File: src/rtl/relay_pkg.sv
package relay_pkg;
  localparam int BYTE_W    = 8;
  localparam int BIT_CNT_W = $clog2(BYTE_W);

  typedef logic [BYTE_W-1:0] byte_t;

  typedef struct packed {
    logic is_vel;
    logic press;
  } evt_t;

  localparam byte_t ORIGIN_COUNT = 8'd1;

  function automatic byte_t make_tag(evt_t e);
    return {1'b1, e.is_vel, e.press, 5'b00000};
  endfunction
endpackage

File: src/rtl/relay_sync.sv
module relay_sync #(
  parameter int W      = 2,
  parameter int STAGES = 2
) (
  input  logic         clk,
  input  logic         rst_n,
  input  logic [W-1:0] din,
  output logic [W-1:0] dout
);
  logic [STAGES-1:0][W-1:0] stg;

  always_ff @(posedge clk or negedge rst_n) begin
    if (!rst_n) begin
      stg <= '1;
    end else begin
      stg[0] <= din;
      for (int i = 1; i < STAGES; i++) stg[i] <= stg[i-1];
    end
  end

  assign dout = stg[STAGES-1];
endmodule

File: src/rtl/relay_rx.sv
module relay_rx
  import relay_pkg::*;
(
  input  logic  clk,
  input  logic  rst_n,
  input  logic  ser_in,
  output logic  slot_end,
  output byte_t rx_byte,
  output logic  expect_cnt,
  output logic  relay_vld,
  output byte_t relay_byte,
  output logic  mid_msg
);
  logic [BIT_CNT_W-1:0] bit_cnt, bit_cnt_nxt;
  byte_t                sh, sh_nxt;
  logic                 exp_nxt;

  assign slot_end = (bit_cnt == BIT_CNT_W'(BYTE_W - 1));
  assign rx_byte  = {sh[BYTE_W-2:0], ser_in};

  always_comb begin
    bit_cnt_nxt = bit_cnt + BIT_CNT_W'(1);
    sh_nxt      = rx_byte;
    exp_nxt     = expect_cnt;
    relay_vld   = 1'b0;
    relay_byte  = rx_byte;
    if (slot_end) begin
      if (expect_cnt) begin
        relay_vld  = 1'b1;
        relay_byte = rx_byte + 8'd1;
        exp_nxt    = 1'b0;
      end else if (rx_byte[BYTE_W-1]) begin
        relay_vld  = 1'b1;
        exp_nxt    = 1'b1;
      end else begin
        exp_nxt    = 1'b0;
      end
    end
  end

  assign mid_msg = exp_nxt;

  always_ff @(posedge clk or negedge rst_n) begin
    if (!rst_n) begin
      bit_cnt    <= '0;
      sh         <= '0;
      expect_cnt <= 1'b0;
    end else begin
      bit_cnt <= bit_cnt_nxt;
      sh      <= sh_nxt;
      if (slot_end) expect_cnt <= exp_nxt;
    end
  end
endmodule

File: src/rtl/relay_evq.sv
module relay_evq
  import relay_pkg::*;
#(
  parameter int  EQ_DEPTH = 2,
  localparam int ECW      = $clog2(EQ_DEPTH + 1)
) (
  input  logic           clk,
  input  logic           rst_n,
  input  logic           key_s,
  input  logic           vel_s,
  input  logic           pop,
  output logic           ev_vld,
  output evt_t           ev_head,
  output logic [ECW-1:0] ev_cnt
);
  evt_t           mem     [EQ_DEPTH];
  evt_t           mem_nxt [EQ_DEPTH];
  logic [ECW-1:0] cnt_nxt;
  logic           key_last, vel_last, key_last_nxt, vel_last_nxt;
  logic           take_key, take_vel;
  int             n, k;

  always_comb begin
    mem_nxt  = mem;
    n        = int'(ev_cnt);
    take_key = (key_s ^ key_last) && (int'(ev_cnt) < EQ_DEPTH);
    take_vel = (vel_s ^ vel_last) && ((int'(ev_cnt) + (take_key ? 1 : 0)) < EQ_DEPTH);
    if (pop && (ev_cnt != '0)) begin
      for (int i = 0; i < EQ_DEPTH - 1; i++) mem_nxt[i] = mem[i+1];
      mem_nxt[EQ_DEPTH-1] = '0;
      n = n - 1;
    end
    for (int i = 0; i < EQ_DEPTH; i++) begin
      if (take_key && (i == n)) mem_nxt[i] = '{is_vel: 1'b0, press: ~key_s};
    end
    k = n + (take_key ? 1 : 0);
    for (int i = 0; i < EQ_DEPTH; i++) begin
      if (take_vel && (i == k)) mem_nxt[i] = '{is_vel: 1'b1, press: ~vel_s};
    end
    cnt_nxt      = ECW'(k + (take_vel ? 1 : 0));
    key_last_nxt = take_key ? key_s : key_last;
    vel_last_nxt = take_vel ? vel_s : vel_last;
  end

  always_ff @(posedge clk or negedge rst_n) begin
    if (!rst_n) begin
      mem      <= '{default: '0};
      ev_cnt   <= '0;
      key_last <= 1'b1;
      vel_last <= 1'b1;
    end else begin
      mem      <= mem_nxt;
      ev_cnt   <= cnt_nxt;
      key_last <= key_last_nxt;
      vel_last <= vel_last_nxt;
    end
  end

  assign ev_vld  = (ev_cnt != '0);
  assign ev_head = mem[0];
endmodule

File: src/rtl/relay_txq.sv
module relay_txq
  import relay_pkg::*;
#(
  parameter int  OQ_DEPTH = 4,
  localparam int QCW      = $clog2(OQ_DEPTH + 1)
) (
  input  logic           clk,
  input  logic           rst_n,
  input  logic           slot_end,
  input  logic           relay_vld,
  input  byte_t          relay_byte,
  input  logic           mid_msg,
  input  logic           ev_vld,
  input  evt_t           ev_head,
  output logic           ev_pop,
  output logic [QCW-1:0] q_cnt,
  output logic           ser_out
);
  byte_t          q_mem     [OQ_DEPTH];
  byte_t          q_mem_nxt [OQ_DEPTH];
  logic [QCW-1:0] q_cnt_nxt;
  byte_t          tx_sh, tx_sh_nxt;
  logic           do_pop;
  int             wr, r;

  always_comb begin
    q_mem_nxt = q_mem;
    q_cnt_nxt = q_cnt;
    tx_sh_nxt = {tx_sh[BYTE_W-2:0], 1'b0};
    do_pop    = slot_end && (q_cnt != '0);
    wr        = int'(q_cnt) - (do_pop ? 1 : 0);
    r         = (slot_end && relay_vld) ? 1 : 0;
    ev_pop    = slot_end && ev_vld && !mid_msg && ((wr + r + 2) <= OQ_DEPTH);
    if (slot_end) begin
      tx_sh_nxt = do_pop ? q_mem[0] : '0;
      if (do_pop) begin
        for (int i = 0; i < OQ_DEPTH - 1; i++) q_mem_nxt[i] = q_mem[i+1];
        q_mem_nxt[OQ_DEPTH-1] = '0;
      end
      for (int i = 0; i < OQ_DEPTH; i++) begin
        if ((r == 1) && (i == wr))          q_mem_nxt[i] = relay_byte;
        if (ev_pop && (i == wr + r))        q_mem_nxt[i] = make_tag(ev_head);
        if (ev_pop && (i == wr + r + 1))    q_mem_nxt[i] = ORIGIN_COUNT;
      end
      q_cnt_nxt = QCW'(wr + r + (ev_pop ? 2 : 0));
    end
  end

  always_ff @(posedge clk or negedge rst_n) begin
    if (!rst_n) begin
      q_mem <= '{default: '0};
      q_cnt <= '0;
      tx_sh <= '0;
    end else begin
      tx_sh <= tx_sh_nxt;
      if (slot_end) begin
        q_mem <= q_mem_nxt;
        q_cnt <= q_cnt_nxt;
      end
    end
  end

  assign ser_out = tx_sh[BYTE_W-1];
endmodule

File: src/rtl/relay_node.sv
module relay_node
  import relay_pkg::*;
#(
  parameter int OQ_DEPTH    = 4,
  parameter int EQ_DEPTH    = 2,
  parameter int SYNC_STAGES = 2
) (
  input  logic clk,
  input  logic rst_n,
  input  logic ser_in,
  input  logic key_n,
  input  logic vel_n,
  output logic ser_out
);
  localparam int QCW = $clog2(OQ_DEPTH + 1);
  localparam int ECW = $clog2(EQ_DEPTH + 1);

  logic [1:0]     rst_pipe;
  logic           rst_int_n;
  logic [1:0]     sw_s;
  logic           slot_end, expect_cnt, relay_vld, mid_msg;
  byte_t          rx_byte, relay_byte;
  logic           ev_vld, ev_pop;
  evt_t           ev_head;
  logic [ECW-1:0] ev_cnt;
  logic [QCW-1:0] q_cnt;

  always_ff @(posedge clk or negedge rst_n) begin
    if (!rst_n) rst_pipe <= '0;
    else        rst_pipe <= {rst_pipe[0], 1'b1};
  end
  assign rst_int_n = rst_pipe[1];

  relay_sync #(.W(2), .STAGES(SYNC_STAGES)) u_sync (
    .clk(clk), .rst_n(rst_int_n), .din({key_n, vel_n}), .dout(sw_s)
  );

  relay_rx u_rx (
    .clk(clk), .rst_n(rst_int_n), .ser_in(ser_in),
    .slot_end(slot_end), .rx_byte(rx_byte), .expect_cnt(expect_cnt),
    .relay_vld(relay_vld), .relay_byte(relay_byte), .mid_msg(mid_msg)
  );

  relay_evq #(.EQ_DEPTH(EQ_DEPTH)) u_evq (
    .clk(clk), .rst_n(rst_int_n), .key_s(sw_s[1]), .vel_s(sw_s[0]),
    .pop(ev_pop), .ev_vld(ev_vld), .ev_head(ev_head), .ev_cnt(ev_cnt)
  );

  relay_txq #(.OQ_DEPTH(OQ_DEPTH)) u_txq (
    .clk(clk), .rst_n(rst_int_n), .slot_end(slot_end),
    .relay_vld(relay_vld), .relay_byte(relay_byte), .mid_msg(mid_msg),
    .ev_vld(ev_vld), .ev_head(ev_head), .ev_pop(ev_pop),
    .q_cnt(q_cnt), .ser_out(ser_out)
  );
endmodule

File: config.mk
export PLATFORM = sky130hd
export DESIGN_NAME = relay_node
export DESIGN_NICKNAME = d
export VERILOG_FILES = /design/src/rtl/relay_pkg.sv /design/src/rtl/relay_sync.sv /design/src/rtl/relay_rx.sv /design/src/rtl/relay_evq.sv /design/src/rtl/relay_txq.sv /design/src/rtl/relay_node.sv
export SDC_FILE = /design/constraint.sdc
export NUM_CORES = 1
export LEC_CHECK = 0
export BUFFER_PORTS_ARGS = -buffer_cell sky130_fd_sc_hd__buf_2
export CAP_MARGIN = 25
export CORE_MARGIN = 2
export CORE_UTILIZATION = 65
export CTS_BUF_LIST = sky130_fd_sc_hd__clkbuf_8
export DETAILED_ROUTE_END_ITERATION = 7
export PLACE_DENSITY = 0.9
export SKIP_CTS_REPAIR_TIMING = 1
export SLEW_MARGIN = 0
export SYNTH_ARGS = -nofsm -noshare
export SYNTH_HDL_FRONTEND = slang
export SYNTH_SLANG_ARGS = --single-unit
export TNS_END_PERCENT = 10
File: constraint.sdc
create_clock -name clk -period 5.25 [get_ports clk]
set_input_delay 0.7875 -clock clk [delete_from_list [all_inputs] [get_ports clk]]
set_output_delay 0.7875 -clock clk [all_outputs]
set_load 0.02 [all_outputs]
==> impl_metrics.env, run 1 <==
export IMPL_status="finished clean"
export IMPL_rsz0062_at_grt="false"
export IMPL_cts_root_buffer="clkbuf_8"
export IMPL_mostFrequentLayoutCell="dfrtp_1"
export IMPL_wl_met3_um=344
export IMPL_fmax_mhz=203
export IMPL_numClockSinks=68
export IMPL_synthAdderAreaFrac_pct=5.39
export IMPL_fin_util_pct=74.1
export IMPL_finalNonFillerCells=491
export IMPL_critPathTopFamily="adder cells"
export IMPL_arrival_ps=5120
export IMPL_seqPwrFrac_pct=39.5
export IMPL_cts_tree="built"
export IMPL_cp_common_cell="ha_1"
export IMPL_overflow=0
export IMPL_combPwrFrac_pct=38.4
export IMPL_final_cell_mix="dfrtp_1 (61), nand2_1 (58), nor2_1 (27)"
export IMPL_die_area_um2=6710
export IMPL_fin_area_um2=4360
export IMPL_vias=2954
export IMPL_finalSetupViolCount=0
export IMPL_path_depth=23
export IMPL_cts_made_buffers=9
export IMPL_fin_nets=433
export IMPL_detail_route_wirelength_met1_mm=3.63
export IMPL_drt_iter0_drc=213
export IMPL_intPower_w=0.00124
export IMPL_endpoint_kind="flop"
export IMPL_drc=0
export IMPL_synth_top_family_by_area="simple AND/OR/NAND/NOR gates"
export IMPL_wl_per_cell_um=16.6
export IMPL_powerDensity_nw_per_um2=447
export IMPL_row_count=28
export IMPL_cts_clk_slew_worst_paths_ps=70
export IMPL_yosysUniqueCellTypes=68
export IMPL_ys_ff_latch=68
export IMPL_cp_max_fo=7
export IMPL_place_hpwl_mm=5.73
export IMPL_total_power_w=0.00195
export IMPL_io_pins=6
export IMPL_synth_compound_area_share_pct=18.4
export IMPL_n_antenna_cell=0
export IMPL_finalCritPeriodShare_pct=93.8
export IMPL_synth_cells=399
export IMPL_synthSimpleGateAreaFrac_pct=19.9
export IMPL_dr_wl_met2_mm=4.08
export IMPL_worstSetupStartpointType="flop"
export IMPL_synth_xor_area_share_pct=3.30
export IMPL_yosysSeqAreaShare_pct=43.3
export IMPL_synthArstFlopShare_pct=100
export IMPL_h_tree_depth=3
export IMPL_syn2layout_area_growth_pct=10.6
export IMPL_max_slew_margin_pct=46.2
export IMPL_fin_crit_ps=4920
export IMPL_path_buf_inv=2
export IMPL_grt_max_degree=67
export IMPL_synthesis_area_um2=3950
export IMPL_yosys_warnings=0
export IMPL_ant_nets=0
export IMPL_slew_viol_final=0
export IMPL_dieWidth_um=81.9
export IMPL_portBuffers=5
export IMPL_topRoutingLayerUsed="met4"
export IMPL_grt_pass1_wl_mm=13.2
export IMPL_core_region_area_um2=5890
export IMPL_gp_congestion=0.968
export IMPL_synth_top_cell_area_share_pct=39.3
export IMPL_critPathSlowestCell="ha_1"
export IMPL_yosysTopAreaCell="dfrtp_1"
export IMPL_slowest_delay_ps=430
export IMPL_clockBufferDepth=2
export IMPL_path_class="reg -> reg"
export IMPL_synth_mux_area_share_pct=5.46
export IMPL_setup_tns_ps=0
export IMPL_maxCapViolations=0
export IMPL_hold_viol=0
export IMPL_wirelength_mm=8.16
export IMPL_antenna_found_initial=0
export IMPL_path_cells="ha_1 > ha_1 > o31ai_4 > inv_2 > ha_1 > nor2b_1 > ha_1 > nor2b_4 > nor2_2 > ha_1 > a21bo_2 > a32oi_1 > a22oi_2 > nor2_4 > xnor2_1 > ha_1 > ha_1 > inv_1 > ha_1 > nor4b_4 > nand4_1 > nand4b_1 > o221ai_1"
export IMPL_switching_share_pct=36.5
export IMPL_leakagePower_nw=1.92
export IMPL_dr_pass1_iters=4
export IMPL_synth_edff_count=0
export IMPL_netlist_top_cells_area="dfrtp_1 (39%), nand2_1 (5.5%), ha_1 (5.4%)"
export IMPL_grt_pass1_vias=2796
export IMPL_p_switching_w=0.000712
export IMPL_p_clk_share_pct=22.1
export IMPL_synth_top_flop_cell="dfrtp_1"
export IMPL_hold_path_class="in -> async"
export IMPL_vias_per_cell=6.02
export IMPL_r2r_cells=23
export IMPL_tightestPinTransition_ps=807
export IMPL_initial_core_util_pct=67.0
export IMPL_dpl_cell_area_um2=4090
export IMPL_die_y_um=81.9
export IMPL_peakVddDrop_mv=0.334
export IMPL_skew_ps=10.2
export IMPL_track_usage_pct=25.8
export IMPL_synth_net_count=421
export IMPL_clk_latency_ps=340
export IMPL_required_ps=5450
export IMPL_drive_gt1_share_pct=20.4
export IMPL_placed_cells=471
export IMPL_avgSynthCellArea_um2=9.89
-- area by class of cell --
type	instances	area (um2)
flip-flops and latches	68	1710
inverters	21	81.3
repair buffers	18	135
multi-input cells	293	2140
clock inverters	5	52.6
fillers	402	1520
clock buffers	11	151
well taps	75	93.8
-- final timing paths --
check,slack (ps),start,to
worst max-delay path,330,u_rx.bit_cnt[0],u_evq.mem[0]
max in group asynchronous,4290,rst_pipe[1],u_evq.ev_head[1]
min in group clk,350,rst_pipe[0],rst_pipe[1]
worst min register to register,350,rst_pipe[0],rst_pipe[1]
worst max register to register,330,u_rx.bit_cnt[0],u_evq.mem[0]
worst min-delay path,220,rst_n,rst_pipe[1]
-- worst reg2reg max path: cells and delay by family, from the launching register on --
kind	cells	cell delay, ps
AO/OA/AOI/OAI	5	780
XOR/XNOR	1	180
adder cells (fa/ha/maj)	8	1970
buffers and inverters	2	110
flip-flops	1	380
AND/OR/NAND/NOR	7	1380
-- routing by layer --
| layer | GRT usage [%] | vias to the layer above |
|---|---|---|
| met5 | 0 | - |
| li1 | - | 1447 |
| met3 | 5.93 | 13 |
| met1 | 33.7 | 1438 |
| met2 | 44.1 | 56 |
| met4 | 5.33 | 0 |
-- cell families (layout without fill, tap and decap cells) --
group                    after synthesis  in the layout
XOR/XNOR                              14             14
AND/OR/NAND/NOR                      153            153
AO/OA/AOI/OAI                         88             88
multiplexers                          20             20
buffers and inverters                 38             55
other                                  1              1
flip-flops                            68             68
adder cells (fa/ha/maj)               17             17
-- stage by stage --
stage | setup slack [ps] | hold WS, ps
detailed placement | 180 | 339
floorplan | 7.90 | 331
finish | 325 | 221
global placement | 506 | 340
global route | 9.37 | 216
CTS | 124 | 222
-- sequential cells by signal, summed over array words and instances (netlist names) --
register,count
u_rx.bit_cnt,3
u_txq.q_cnt,3
u_sync.stg,2
u_evq.key_last,1
u_txq.q_mem,32
u_rx.expect_cnt,1
u_txq.tx_sh,8
u_evq.vel_last,1
u_sync.dout,2
u_evq.ev_cnt,2
rst_pipe,2
u_rx.sh,7
u_evq.mem,2
u_evq.ev_head,2
-- power groups by stage --
stage	Clock, W	Combinational (W)	Sequential, W
after floorplan	0	0.000564	0.000756
after CTS	0.000431	0.000715	0.000767
after global routing	0.000456	0.000825	0.000784
after global placement	0	0.000677	0.000767
final	0.000431	0.000750	0.000770
after detailed placement	0	0.000707	0.000775
-- cell usage after synthesis (3+ instances only) --
cell,count
and3_1,7
a21oi_1,8
xor2_1,5
a311oi_1,4
clkbuf_1,9
a211oi_1,13
nor3_1,4
ha_1,17
o21ai_0,22
dfrtp_1,62
nand2_1,58
inv_1,20
nand2b_1,6
a31o_2,3
nand3_1,15
a2111oi_4,4
xnor2_1,8
nand4_1,3
nor2b_1,10
buf_2,4
mux2_2,11
a31oi_1,7
mux2i_1,8
dfstp_2,6
nor2_1,28
o21ai_1,3
and2_1,6
Note: power is estimated with default switching activity, not from simulation.
==> inputs of run 2 (changes only) <==
- ABC_AREA: default -> 1
==> impl_metrics.env, run 2 <==
export IMPL_status="finished clean"
export IMPL_tightestPinTransition_ps=602
export IMPL_synth_net_count=525
export IMPL_dieWidth_um=83.0
export IMPL_track_usage_pct=25.9
export IMPL_reg2reg_slack_ps=410
export IMPL_synthArstFlopShare_pct=100
export IMPL_largest_reg_flops=32
export IMPL_finalCritPeriodShare_pct=92.2
export IMPL_yosysSeqAreaShare_pct=42.2
export IMPL_whs_ps=184
export IMPL_h_tree_depth=3
export IMPL_drive_gt1_share_pct=16.8
export IMPL_slew_viol_final=0
export IMPL_vias_per_cell=5.64
export IMPL_p_clk_share_pct=24.8
export IMPL_cts_root_buffer="clkbuf_8"
export IMPL_synth_cells=503
export IMPL_wirelength_mm=8.50
export IMPL_grt_max_degree=50
export IMPL_avgSynthCellArea_um2=8.05
export IMPL_critPathSlowestCell="dfrtp_1"
export IMPL_n_antenna_cell=0
export IMPL_required_ps=5500
export IMPL_skew_ps=7.04
export IMPL_cts_made_buffers=9
export IMPL_mostFrequentLayoutCell="nand2_1"
export IMPL_netlist_top_cells_area="dfrtp_1 (38%), nand2_1 (11%), nand3_1 (6.9%)"
export IMPL_maxCapViolations=0
export IMPL_grt_pass1_wl_mm=14.3
export IMPL_cp_common_cell="ha_1"
export IMPL_fin_ws_ps=412
export IMPL_grt_pass1_vias=3215
export IMPL_ant_nets=0
export IMPL_slowest_delay_ps=380
export IMPL_finalSetupViolCount=0
export IMPL_portBuffers=5
export IMPL_synth_commonest_cells="nand2_1 (119), dfrtp_1 (62), inv_1 (62), nand3_1 (56), nor2_1 (32)"
export IMPL_antenna_found_initial=0
export IMPL_hold_viol=0
export IMPL_cts_tree="built"
export IMPL_p_switching_w=0.000691
export IMPL_io_pins=6
export IMPL_yosysUniqueCellTypes=41
export IMPL_dpl_cell_area_um2=4150
export IMPL_top_regs="u_txq.q_mem: 32 flops, u_txq.tx_sh: 8 flops, u_rx.sh: 7 flops"
export IMPL_yosys_warnings=0
export IMPL_path_class="reg -> reg"
export IMPL_ys_ff_latch=68
export IMPL_drc=0
export IMPL_fin_area_um2=4410
export IMPL_core_region_area_um2=5960
export IMPL_peakVddDrop_mv=0.315
export IMPL_seqPwrFrac_pct=40.3
export IMPL_synth_most_common_cell="nand2_1"
export IMPL_fin_util_pct=74.0
export IMPL_endpoint_kind="flop"
export IMPL_max_slew_margin_pct=59.8
export IMPL_leakagePower_nw=2.27
export IMPL_syn2layout_area_growth_pct=8.83
export IMPL_synth_top_flop_cell="dfrtp_1"
export IMPL_gp_congestion=0.938
export IMPL_powerDensity_nw_per_um2=417
export IMPL_overflow=0
export IMPL_worstSetupStartpointType="flop"
export IMPL_drt_iter0_drc=340
export IMPL_clk_latency_ps=350
export IMPL_fmax_mhz=207
export IMPL_cts_clk_slew_worst_paths_ps=70
export IMPL_hold_path_class="reg -> async"
export IMPL_switching_share_pct=37.6
export IMPL_die_area_um2=6880
export IMPL_largest_register="u_txq.q_mem"
export IMPL_arrival_ps=5090
export IMPL_dr_pass1_iters=7
export IMPL_wl_per_cell_um=14.2
export IMPL_fin_nets=540
export IMPL_die_y_um=83.0
export IMPL_place_hpwl_mm=6.11
export IMPL_initial_core_util_pct=68.0
export IMPL_intPower_w=0.00115
export IMPL_fill_cells=414
export IMPL_row_count=28
export IMPL_final_cell_mix="nand2_1 (118), inv_1 (63), dfrtp_1 (61)"
export IMPL_vias=3372
export IMPL_dpl_worst_slack_ps=268
export IMPL_synth_top_cell_area_share_pct=38.3
export IMPL_synth_edff_count=0
export IMPL_combPwrFrac_pct=34.9
export IMPL_fin_crit_ps=4840
export IMPL_synthesis_area_um2=4050
export IMPL_yosysTopAreaCell="dfrtp_1"
export IMPL_clockBufferDepth=2
export IMPL_cp_max_fo=5
export IMPL_numClockSinks=68
[run 2: changes by cell type after synthesis, sizes merged, moves of 9 or more]
| cell | previous run | this run |
|---|---|---|
| clkbuf | 11 | 2 |
| mux2 | 12 | 0 |
| inv | 21 | 75 |
| nand3 | 16 | 64 |
| a211oi | 14 | 0 |
| nor2 | 29 | 38 |
| nand2 | 59 | 129 |
| nor2b | 10 | 0 |
| o21ai | 25 | 48 |
[run 2: path summary, 6_finish.rpt]
check                                start                to  cells after the start
max in group asynchronous      rst_pipe[1]    u_txq.q_cnt[1]                      1
min reg2reg                    rst_pipe[1]        u_rx.sh[3]                      0
min                            rst_pipe[1]        u_rx.sh[3]                      0
min in group clk               rst_pipe[0]       rst_pipe[1]                      0
max reg2reg                u_rx.bit_cnt[0]  u_evq.ev_head[0]                     33
max                        u_rx.bit_cnt[0]  u_evq.ev_head[0]                     33
[run 2: cell families (layout without fill, tap and decap cells)]
kind of cell	Yosys count	count (layout)	share of synthesized area (%)
AO/OA/AOI/OAI	71	71	11.0
XOR/XNOR	8	8	1.73
adder cells (fa/ha/maj)	17	17	5.25
buffers and inverters	84	104	8.68
flip-flops	68	68	42.2
multiplexers	1	1	0.247
other	1	1	0.0926
AND/OR/NAND/NOR	253	253	30.8
[run 2: metal layers]
| metal | global-route usage (%) | share of wire, % | up-vias |
|---|---|---|---|
| li1 | - | - | 1671 |
| met3 | 5.17 | 5.0 | 13 |
| met2 | 44.4 | 51 | 88 |
| met5 | 0 | 0 | - |
| met4 | 9.54 | 1.8 | 0 |
| met1 | 32.5 | 43 | 1600 |
[run 2: critical path, delay by kind of cell, from the launching register on]
family	cells	cell delay, ps
simple gates	16	1680
fa+ha+maj	8	1910
compound gates	3	290
buf+inv	6	450
flops	1	380
[run 2: stage by stage]
stage | TNS, ps | cells | total power (W)
after floorplan | 0 | 503 | 0.00123
after global placement | 0 | 579 | 0.00133
after detailed placement | 0 | 579 | 0.00136
after CTS | 0 | 595 | 0.00182
after global routing | -36.4 | 598 | 0.00196
final | 0 | 598 | 0.00184
[run 2: cell type report]
class / instances / area [um2] / area share [%]
Clock inverter: 4 / 47.5 / 1.08
Sequential cell: 68 / 1710 / 38.8
Clock buffer: 12 / 165 / 3.75
Inverter: 76 / 295 / 6.70
Tap cell: 75 / 93.8 / 2.13
Timing Repair Buffer: 12 / 77.6 / 1.76
Multi-Input combinational cell: 351 / 2020 / 45.8
[run 2: power by group through the flow]
| stage | registers, W | clock network [W] | logic [W] |
|---|---|---|---|
| 6_report | 0.000741 | 0.000456 | 0.000642 |
| 2_1_floorplan | 0.000737 | 0 | 0.000494 |
| 4_1_cts | 0.000740 | 0.000460 | 0.000624 |
| 3_5_place_dp | 0.000750 | 0 | 0.000614 |
| 5_1_grt | 0.000756 | 0.000478 | 0.000730 |
| 3_3_place_gp | 0.000745 | 0 | 0.000588 |
